==> src/rtl/bitbr_pkg.sv <==
`timescale 1ns/1ps
package bitbr_pkg;

    localparam int BYTE_W  = 8;
    localparam int INSN_LEN = 3;

    typedef enum logic [1:0] {
        ST_IDLE  = 2'd0,
        ST_ISSUE = 2'd1,
        ST_WAIT  = 2'd2
    } bitbr_state_t;

    typedef struct packed {
        logic       legal;
        logic [2:0] bit_sel;
        logic       on_clear;
    } bitbr_dec_t;

    typedef struct packed {
        logic bit_val;
        logic take;
    } bitbr_cond_t;

    function automatic bitbr_dec_t decode_op(input logic [BYTE_W-1:0] op);
        bitbr_dec_t d;
        d.legal    = (op[7:4] == 4'b0000);
        d.bit_sel  = op[3:1];
        d.on_clear = op[0];
        return d;
    endfunction

    function automatic bitbr_cond_t eval_cond(input logic [BYTE_W-1:0] data,
                                              input bitbr_dec_t      d);
        bitbr_cond_t c;
        c.bit_val = data[d.bit_sel];
        c.take    = d.on_clear ? ~c.bit_val : c.bit_val;
        return c;
    endfunction

    function automatic logic [31:0] sext_byte(input logic [BYTE_W-1:0] b);
        return {{(32-BYTE_W){b[BYTE_W-1]}}, b};
    endfunction

endpackage

==> src/rtl/bitbr_decode.sv <==
`timescale 1ns/1ps
module bitbr_decode
    import bitbr_pkg::*;
(
    input  logic [BYTE_W-1:0] opcode,
    output bitbr_dec_t        dec
);
    always_comb begin
        dec = decode_op(opcode);
    end
endmodule

==> src/rtl/bitbr_ctrl.sv <==
`timescale 1ns/1ps
module bitbr_ctrl
    import bitbr_pkg::*;
#(
    parameter int READ_LAT = 1
) (
    input  logic clk,
    input  logic rst,
    input  logic start,
    input  logic legal,
    output logic accept,
    output logic issue,
    output logic capture,
    output logic busy
);
    localparam int CW = (READ_LAT > 1) ? $clog2(READ_LAT) : 1;
    localparam logic [CW-1:0] LAST = CW'(READ_LAT - 1);

    bitbr_state_t state_q;
    logic [CW-1:0] cnt_q;

    assign accept  = (state_q == ST_IDLE) && start && legal;
    assign issue   = (state_q == ST_ISSUE);
    assign capture = (state_q == ST_WAIT) && (cnt_q == LAST);
    assign busy    = (state_q != ST_IDLE);

    always_ff @(posedge clk) begin
        if (rst) begin
            state_q <= ST_IDLE;
            cnt_q   <= '0;
        end else begin
            case (state_q)
                ST_IDLE: begin
                    if (accept) state_q <= ST_ISSUE;
                end
                ST_ISSUE: begin
                    state_q <= ST_WAIT;
                    cnt_q   <= '0;
                end
                ST_WAIT: begin
                    if (cnt_q == LAST) state_q <= ST_IDLE;
                    else               cnt_q   <= cnt_q + 1'b1;
                end
                default: state_q <= ST_IDLE;
            endcase
        end
    end
endmodule

==> src/rtl/bitbr_resolve.sv <==
`timescale 1ns/1ps
module bitbr_resolve
    import bitbr_pkg::*;
#(
    parameter int PC_W = 16
) (
    input  logic [BYTE_W-1:0] rd_data,
    input  bitbr_dec_t        dec,
    input  logic [PC_W-1:0]   pc_base,
    input  logic [BYTE_W-1:0] disp,
    output logic              bit_val,
    output logic              take,
    output logic [PC_W-1:0]   pc_out
);
    logic [31:0]     disp_ext;
    logic [PC_W-1:0] seq_pc;
    logic [PC_W-1:0] tgt_pc;
    bitbr_cond_t     cond;

    always_comb begin
        cond     = eval_cond(rd_data, dec);
        disp_ext = sext_byte(disp);
        seq_pc   = pc_base + PC_W'(INSN_LEN);
        tgt_pc   = seq_pc + disp_ext[PC_W-1:0];
        bit_val  = cond.bit_val;
        take     = cond.take;
        pc_out   = cond.take ? tgt_pc : seq_pc;
    end
endmodule

==> src/rtl/bitbr_unit.sv <==
`timescale 1ns/1ps
module bitbr_unit
    import bitbr_pkg::*;
#(
    parameter int PC_W     = 16,
    parameter int READ_LAT = 1
) (
    input  logic            clk,
    input  logic            rst,
    input  logic            start,
    input  logic [7:0]      opcode,
    input  logic [7:0]      dir_byte,
    input  logic [7:0]      off_byte,
    input  logic [PC_W-1:0] pc,
    output logic            mem_rd_en,
    output logic [PC_W-1:0] mem_addr,
    input  logic [7:0]      mem_rd_data,
    output logic            busy,
    output logic            done,
    output logic            taken,
    output logic            carry,
    output logic [PC_W-1:0] next_pc
);
    localparam int HI_W = PC_W - BYTE_W;

    bitbr_dec_t        dec_in, dec_q;
    logic [BYTE_W-1:0] dir_q, off_q;
    logic [PC_W-1:0]   pc_q;
    logic              accept, issue, capture;
    logic              r_bit, r_take;
    logic [PC_W-1:0]   r_pc;

    bitbr_decode u_dec (
        .opcode (opcode),
        .dec    (dec_in)
    );

    bitbr_ctrl #(.READ_LAT(READ_LAT)) u_ctrl (
        .clk     (clk),
        .rst     (rst),
        .start   (start),
        .legal   (dec_in.legal),
        .accept  (accept),
        .issue   (issue),
        .capture (capture),
        .busy    (busy)
    );

    bitbr_resolve #(.PC_W(PC_W)) u_res (
        .rd_data (mem_rd_data),
        .dec     (dec_q),
        .pc_base (pc_q),
        .disp    (off_q),
        .bit_val (r_bit),
        .take    (r_take),
        .pc_out  (r_pc)
    );

    always_ff @(posedge clk) begin
        if (rst) begin
            dec_q <= '0;
            dir_q <= '0;
            off_q <= '0;
            pc_q  <= '0;
        end else if (accept) begin
            dec_q <= dec_in;
            dir_q <= dir_byte;
            off_q <= off_byte;
            pc_q  <= pc;
        end
    end

    always_ff @(posedge clk) begin
        if (rst) begin
            done    <= 1'b0;
            taken   <= 1'b0;
            carry   <= 1'b0;
            next_pc <= '0;
        end else begin
            done <= capture;
            if (capture) begin
                taken   <= r_take;
                carry   <= r_bit;
                next_pc <= r_pc;
            end
        end
    end

    assign mem_rd_en = issue;
    assign mem_addr  = {{HI_W{1'b0}}, dir_q};
endmodule

==> config.mk <==
export PLATFORM = sky130hd
export DESIGN_NAME = bitbr_unit
export DESIGN_NICKNAME = d
export VERILOG_FILES = /design/src/rtl/bitbr_pkg.sv /design/src/rtl/bitbr_decode.sv /design/src/rtl/bitbr_ctrl.sv /design/src/rtl/bitbr_resolve.sv /design/src/rtl/bitbr_unit.sv
export SDC_FILE = /design/constraint.sdc
export NUM_CORES = 1
export LEC_CHECK = 0
export ABC_AREA = 1
export BUFFER_PORTS_ARGS = -buffer_cell sky130_fd_sc_hd__buf_2
export CAP_MARGIN = 30
export CORE_MARGIN = 1
export CORE_UTILIZATION = 60
export DETAILED_ROUTE_END_ITERATION = 16
export GPL_TIMING_DRIVEN = 0
export PLACE_DENSITY = 0.87
export RECOVER_POWER = 100
export SETUP_SLACK_MARGIN = 0.15
export SKIP_LAST_GASP = 1
export SLEW_MARGIN = 30
export SYNTH_ARGS = -nofsm -noshare
export SYNTH_HDL_FRONTEND = slang
export SYNTH_HIERARCHICAL = 1
export SYNTH_SLANG_ARGS = --single-unit
==> constraint.sdc <==
create_clock -name clk -period 3.75 [get_ports clk]
set_input_delay 0.375 -clock clk [delete_from_list [all_inputs] [get_ports clk]]
set_output_delay 0.375 -clock clk [all_outputs]
set_load 0.05 [all_outputs]
==> results of run 1 <==
sequential cells by signal, summed over array words and instances, names as in the netlist:
name / cells
taken: 1
u_ctrl/state_q: 2
dec_q: 4
next_pc: 16
dir_q: 8
done: 1
pc_q: 16
off_q: 8
carry: 1
worst min path at each step:
stage	slack, ps	depth (start not counted)	endpoint	startpoint
floorplan	440	1	u_ctrl/state_q[0]	rst
global route	240	2	u_ctrl/state_q[0]	rst
CTS	230	2	u_ctrl/state_q[0]	rst
detailed placement	460	2	next_pc[12]	next_pc[12]
global placement	450	2	next_pc[8]	next_pc[8]
finish	250	2	u_ctrl/state_q[0]	rst
worst reg2reg max path, stage by stage (launching register included):
cell and delay (ps):
dfxtp_1 370, inv_1 90, ha_1 200, inv_1 60, nand2_1 80, nor2_1 180
nand2_1 160, nor2_4 140, nand4_1 120, xnor2_1 330, ha_1 360, nand2_1 140
a21oi_1 50, nor2_1 100, nand2_1 90, a21oi_1 120, nand3_1 90, nand2_1 80
nand2_1 50, nand2_1 80, inv_1 40, nand2_1 40, nand2_1 50, nor2_1 80
power groups by stage:
stage | clock network [W] | logic [W] | registers [W]
after global placement | 0 | 0.000192 | 0.000638
after detailed placement | 0 | 0.000196 | 0.000638
after CTS | 0.000604 | 0.000197 | 0.000625
final | 0.000593 | 0.000190 | 0.000625
after global routing | 0.000633 | 0.000214 | 0.000626
after floorplan | 0 | 0.000134 | 0.000648
through the flow:
step | hold slack (ps) | setup slack [ps] | util | std cells
final | 250.9 | 597.1 | 0.7194 | 829
after global placement | 452.4 | 866.2 | 0.7020 | 813
after floorplan | 441.9 | 1204 | - | 661
after global routing | 242.5 | 292.7 | 0.7194 | 829
after detailed placement | 458.8 | 765.9 | 0.7020 | 813
after CTS | 233.6 | 741.1 | 0.7341 | 829
layout by cell type (no fill, tap or decap):
master,n
xnor2_1,7
inv_2,5
clkinv_1,2
buf_6,4
clkbuf_8,11
nor2_4,2
o211ai_2,1
buf_2,51
xor2_1,13
o21ai_0,5
nand3b_1,2
nand2_1,210
ha_1,19
a21o_1,3
nor2_2,3
nand3_1,18
fa_1,1
nor2_1,138
o21ai_1,8
inv_1,97
nand3b_2,1
conb_1,8
nor3_1,3
nand4_1,4
bufinv_16,1
clkinv_4,1
buf_4,13
nand2_2,4
nand3_2,6
or2_2,1
clkbuf_1,38
clkinv_2,3
dfxtp_1,57
a21oi_1,11
o21bai_1,1
metal layers:
layer / wire, µm / share of wire / GRT usage
met5: 0 / 0 / 0
met4: 198 / 0.022 / 0.1294
met3: 440 / 0.049 / 0.04649
met2: 4370 / 0.48 / 0.4948
met1: 4010 / 0.44 / 0.3250
cell type report:
cell class,instances,area [µm²]
flip-flops and latches,57,1141
well taps,77,96.34
repair buffers,75,339.1
plain buffers,31,201.4
clock buffers,11,151.4
multi-input cells,469,2221
fillers,591,1792
clock inverters,5,53.80
inverters,104,390.4
==> key figures, run 1 <==
Routing
  – DR vias: 3908
  – Aggregate routed wire length: 9019 µm
  – Vias/cell: 4.714
  – Routed Antenna Nets: 0
  – 1st-iter DRT viols: 163
  – Drt wl/cell: 10.88 µm
  – Drc violations: 0
  – Initial DRT Pass Iterations: 4

STA
  – RSZ-0062 raised after global routing: false
  – Final Skew: 8.042 ps
  – Final Setup Violations: 0
  – Final worst-path cycle share: 0.8408
  – Min cycle time layout: 3153 ps
  – Hold Fails Final Rpt: 0
  – Highest Clock Rate: 317.2 MHz
  – Final slew viol count: 0
  – Setup tns final: 0 ps
  – Worst-Margin Slew: 638.3 ps
  – Relative slew margins: 0.5700

Clock tree
  – Sink Count: 57
  – Worst-Skew Late Latency: 340 ps
  – Max Root-Sink Buffers: 2
  – TritonCTS clock tree: built
  – Hold-fix buffers, CTS: 0
  – Setup bufs post-CTS: 0
  – CTS root buf: clkbuf_8
  – Clk slew on worst S/H paths: 70 ps
  – Post_cts resized: 0
  – H-tree depth: 3
  – TritonCTS Buffers: 9

Floorplanning
  – Initial core utilization: 0.6240
  – Die Area: 6971 µm²
  – # rows: 29
  – Core Region: 6386 µm²
  – Die width: 83.50 µm
  – I/O pin count: 88
  – DIE HEIGHT: 83.50 µm

Power
  – PD cells: 306.4 nW/µm²
  – LEAKAGE: 2.526 nW
  – Reg power frac: 0.444
  – Clk pwr share: 0.421
  – Comb power frac: 0.135
  – Switch share: 0.2709
  – P_sw: 0.0003813 W
  – Peak VDD IR: 0.0002392 V
  – Internal Power: 0.001026 W
  – Final Power: 0.001408 W

Placement
  – PortBufs: 75
  – GPL Wtd Cong: 0.8758
  – Hpwl dp: 6957 µm
  – Placed cell area: 4483 µm²

Synthesis
  – Synth warnings: 6
  – Cells after Synth: 654
  – Synth Area per Inst: 6.093 µm²
  – Mapped Area: 3985 µm²

Global route
  – Vias in the first global route: 3737
  – Pin count of the biggest net entering global routing: 15
  – First-pass GRT wire length: 15720 µm
  – Initial antenna violation count: 0
  – GRT Total Usage: 0.2779
  – GR Overflow Total: 0

Finish
  – Layout cell share with drive strength beyond 1: 0.1423
  – Finished Cell Area: 4594 µm²
  – Area growth syn-to-layout: 15.29%
  – ANT cells: 0
  – Final #Nets: 818

Worst setup path
  – Worst path bufs/invs: 3
  – RR Startpoint: pc_q[0]
  – Reg-to-Reg End: next_pc[15]
  – Worst R2R Path Depth: 23
  – Critical Path Start Type: register
  – Worst Setup SP: pc_q[0]
  – Setup CP Type: reg -> reg
  – Worst path max stage delay: 370 ps
  – Critical path required time: 4030 ps
  – Most used cell, CP: nand2_1
  – Crit path cell chain: inv_1 > ha_1 > inv_1 > nand2_1 > nor2_1 > nand2_1 > nor2_4 > nand4_1 > xnor2_1 > ha_1 > nand2_1 > a21oi_1 > nor2_1 > nand2_1 > a21oi_1 > nand3_1 > nand2_1 > nand2_1 > nand2_1 > inv_1 > nand2_1 > nand2_1 > nor2_1
  – Critical path depth in cells: 23
  – Max stage delay cell, worst path: dfxtp_1
  – Crit end category: register
  – Crit path arrival time: 3430 ps
  – Crit path max-delay family: simple AND/OR/NAND/NOR gates
  – CP max FO: 4
  – Critical path capture point: next_pc[15]
  – R2R setup slack: 600 ps

Run
  – MaxCap Viol Count: 0

Worst hold path
  – Type of the worst min-delay path: in -> reg

Run status
  – Status: complete, no violations
(Power assumes the default switching activity.)
==> run 2, diff against run 1 <==
Settings changed: CORE_UTILIZATION 60 to 50, PLACE_DENSITY 0.87 to 0.77.
Clock period 3.75 ns to 2.6 ns, I/O delays scaled along.
==> key figures, run 2 (synthesis results as in run 1) <==
Finish
  – Largest registers: next_pc x16, pc_q x16 (unchanged)
  – Final #Nets: 848 (was 818)
  – Multi-input gate area: 2668 µm² (was 2221 µm²)
  – Layout cell share with drive strength beyond 1: 0.2980 (was 0.1423)
  – Commonest non-fill, non-tap cell in the layout: nand2_1 (unchanged)
  – ANT cells: 0 (unchanged)
  – Seq. cell area: 1155 µm² (was 1141 µm²)
  – Area growth syn-to-layout: 34.85% (was 15.29%)
  – Layout fillers: 649 (was 591)
  – Most frequent cells in the layout: nand2_1, nor2_1, inv_1 (unchanged)
  – Finished Cell Area: 5374 µm² (was 4594 µm²)

Floorplanning
  – Initial core utilization: 0.5157 (was 0.6240)
  – DIE HEIGHT: 91.28 µm (was 83.50 µm)
  – # rows: 32 (was 29)
  – I/O pin count: 88 (unchanged)
  – Core Region: 7727 µm² (was 6386 µm²)
  – Die width: 91.28 µm (was 83.50 µm)
  – Die Area: 8331 µm² (was 6971 µm²)

Clock tree
  – TritonCTS Buffers: 9 (unchanged)
  – Worst-Skew Late Latency: 350 ps (was 340 ps)
  – Clk slew on worst S/H paths: 70 ps (about the same)
  – CTS root buf: clkbuf_8 (unchanged)
  – Max Root-Sink Buffers: 2 (unchanged)
  – H-tree depth: 3 (unchanged)
  – TritonCTS clock tree: built (unchanged)
  – Sink Count: 57 (unchanged)

Power
  – PD cells: 385.8 nW/µm² (was 306.4 nW/µm²)
  – Switch share: 0.2836 (was 0.2709)
  – Clk pwr share: 0.406 (was 0.421)
  – P_sw: 0.0005878 W (was 0.0003813 W)
  – Final Power: 0.002073 W (was 0.001408 W)
  – Comb power frac: 0.158 (was 0.135)
  – Peak VDD IR: 0.0003419 V (was 0.0002392 V)
  – LEAKAGE: 2.888 nW (was 2.526 nW)
  – Reg power frac: 0.436 (was 0.444)
  – Internal Power: 0.001485 W (was 0.001026 W)

STA
  – Worst-Margin Slew: 716.1 ps (was 638.3 ps)
  – PnR worst setup slack: -144.0 ps (was 597.1 ps)
  – Final Setup Violations: 4 (was 0)
  – WHS: 123.4 ps (was 250.9 ps)
  – Final Skew: 14.86 ps (was 8.042 ps)
  – Hold Fails Final Rpt: 0 (unchanged)
  – Final worst-path cycle share: 1.055 (was 0.8408)
  – RSZ-0062 raised after global routing: true (was false)
  – Final slew viol count: 0 (unchanged)
  – Relative slew margins: 0.5220 (was 0.5700)
  – Min cycle time layout: 2744 ps (was 3153 ps)
  – Highest Clock Rate: 364.4 MHz (was 317.2 MHz)

Worst setup path
  – Setup CP Type: reg -> reg (unchanged)
  – CP max FO: 3 (was 4)
  – Critical path required time: 2890 ps (was 4030 ps)
  – Crit end category: register (unchanged)
  – Critical Path Start Type: register (unchanged)
  – Crit path arrival time: 3040 ps (was 3430 ps)

Global route
  – GR Overflow Total: 0 (unchanged)
  – Pin count of the biggest net entering global routing: 15 (unchanged)
  – First-pass GRT wire length: 16530 µm (was 15720 µm)
  – Initial antenna violation count: 0 (unchanged)
  – GRT Total Usage: 0.2470 (was 0.2779)
  – Vias in the first global route: 3896 (was 3737)

Routing
  – Aggregate routed wire length: 10600 µm (was 9019 µm)
  – Drt wl/cell: 12.00 µm (was 10.88 µm)
  – Vias/cell: 4.756 (was 4.714)
  – Drc violations: 0 (unchanged)
  – DR vias: 4204 (was 3908)
  – Initial DRT Pass Iterations: 4 (unchanged)
  – Routed Antenna Nets: 0 (unchanged)
  – 1st-iter DRT viols: 151 (was 163)

Run status
  – Failing checks: negative setup slack
  – Status: finished, violations left (was complete, no violations)

Worst hold path
  – Type of the worst min-delay path: in -> reg (unchanged)

Placement
  – PortBufs: 75 (unchanged)
  – Hpwl dp: 7199 µm (was 6957 µm)
  – Placed cell area: 4559 µm² (was 4483 µm²)
  – GPL Wtd Cong: 0.8856 (was 0.8758)

Run
  – MaxCap Viol Count: 0 (unchanged)
-- run 2: cell types whose count changed in the layout (fill, tap and decap cells not counted), sizes merged --
cell / before / now
buf: 68 / 111
clkbuf: 49 / 36
clkinvlp: 0 / 2
clkinv: 6 / 4
-- run 2: layout make-up --
cell class,count,share of cell area
Multi-Input combinational cell,469,0.4964
Inverter,104,0.07357
Tap cell,102,0.02375
Timing Repair Buffer,105,0.1097
Buffer,31,0.04517
Clock buffer,11,0.02631
Clock inverter,5,0.01024
Sequential cell,57,0.2149
-- run 2: worst max-delay path, stage by stage (launching register included) --
cell     delay [ps]
dfxtp_4         380
inv_4            50
ha_4            150
inv_4            60
nand2_4          50
nor2_4          140
nand2_4          80
nor2_4          170
nand4_1         150
xnor2_2         310
ha_4            270
a21o_1          150
nor2_1           80
nand2_1          80
a21oi_1         120
nand3_1          80
nand2_1          60
nand2_1          40
nand2_1          50
inv_1            40
nand2_1          40
nand2_1          50
nor2_1           80
-- run 2: final timing paths --
| path | startpoint | endpoint | cells after the start | slack, ps |
|---|---|---|---|---|
| worst max-delay path | pc_q[0] | next_pc[15] | 22 | -140 |
| worst min-delay path | rst | u_ctrl/state_q[0] | 2 | 120 |
| worst max register to register | pc_q[0] | next_pc[15] | 22 | -140 |
| worst min register to register | next_pc[11] | next_pc[11] | 2 | 470 |
-- run 2: power groups by stage --
stage / clock, W / combinational (W) / sequential [W]
floorplan: 0 / 0.000196 / 0.000935
global placement: 0 / 0.000281 / 0.000921
detailed placement: 0 / 0.000286 / 0.000921
CTS: 0.000857 / 0.000297 / 0.000902
global route: 0.000898 / 0.000363 / 0.000905
finish: 0.000841 / 0.000328 / 0.000904
-- run 2: per-stage QoR --
stage / util / setup TNS [ps] / instances / worst slack, ps
finish: 0.6954 / -320.3 / 884 / -144.0
global route: 0.6954 / -1503 / 884 / -292.7
CTS: 0.6415 / -24.29 / 864 / -24.29
detailed placement: 0.5900 / -505.4 / 838 / -304.7
global placement: 0.5900 / -369.5 / 838 / -279.7
floorplan: - / 0 / 661 / 154.1
-- run 2: timing repair --
item	in CTS	in global routing
resized for setup	26	72
setup endpoints to repair	9	11
hold buffers	0	0
pin swaps	21	45
setup buffers	10	20
-- run 2: metal layers --
layer / vias to the layer above / part of all wire / GRT usage / routed length [µm]
met5: - / 0 / 0 / 0
met4: 0 / 0.043 / 0.1138 / 460
met3: 29 / 0.043 / 0.04188 / 452
met2: 129 / 0.50 / 0.4539 / 5289
met1: 1875 / 0.42 / 0.2761 / 4401
li1: 2171 / - / - / -
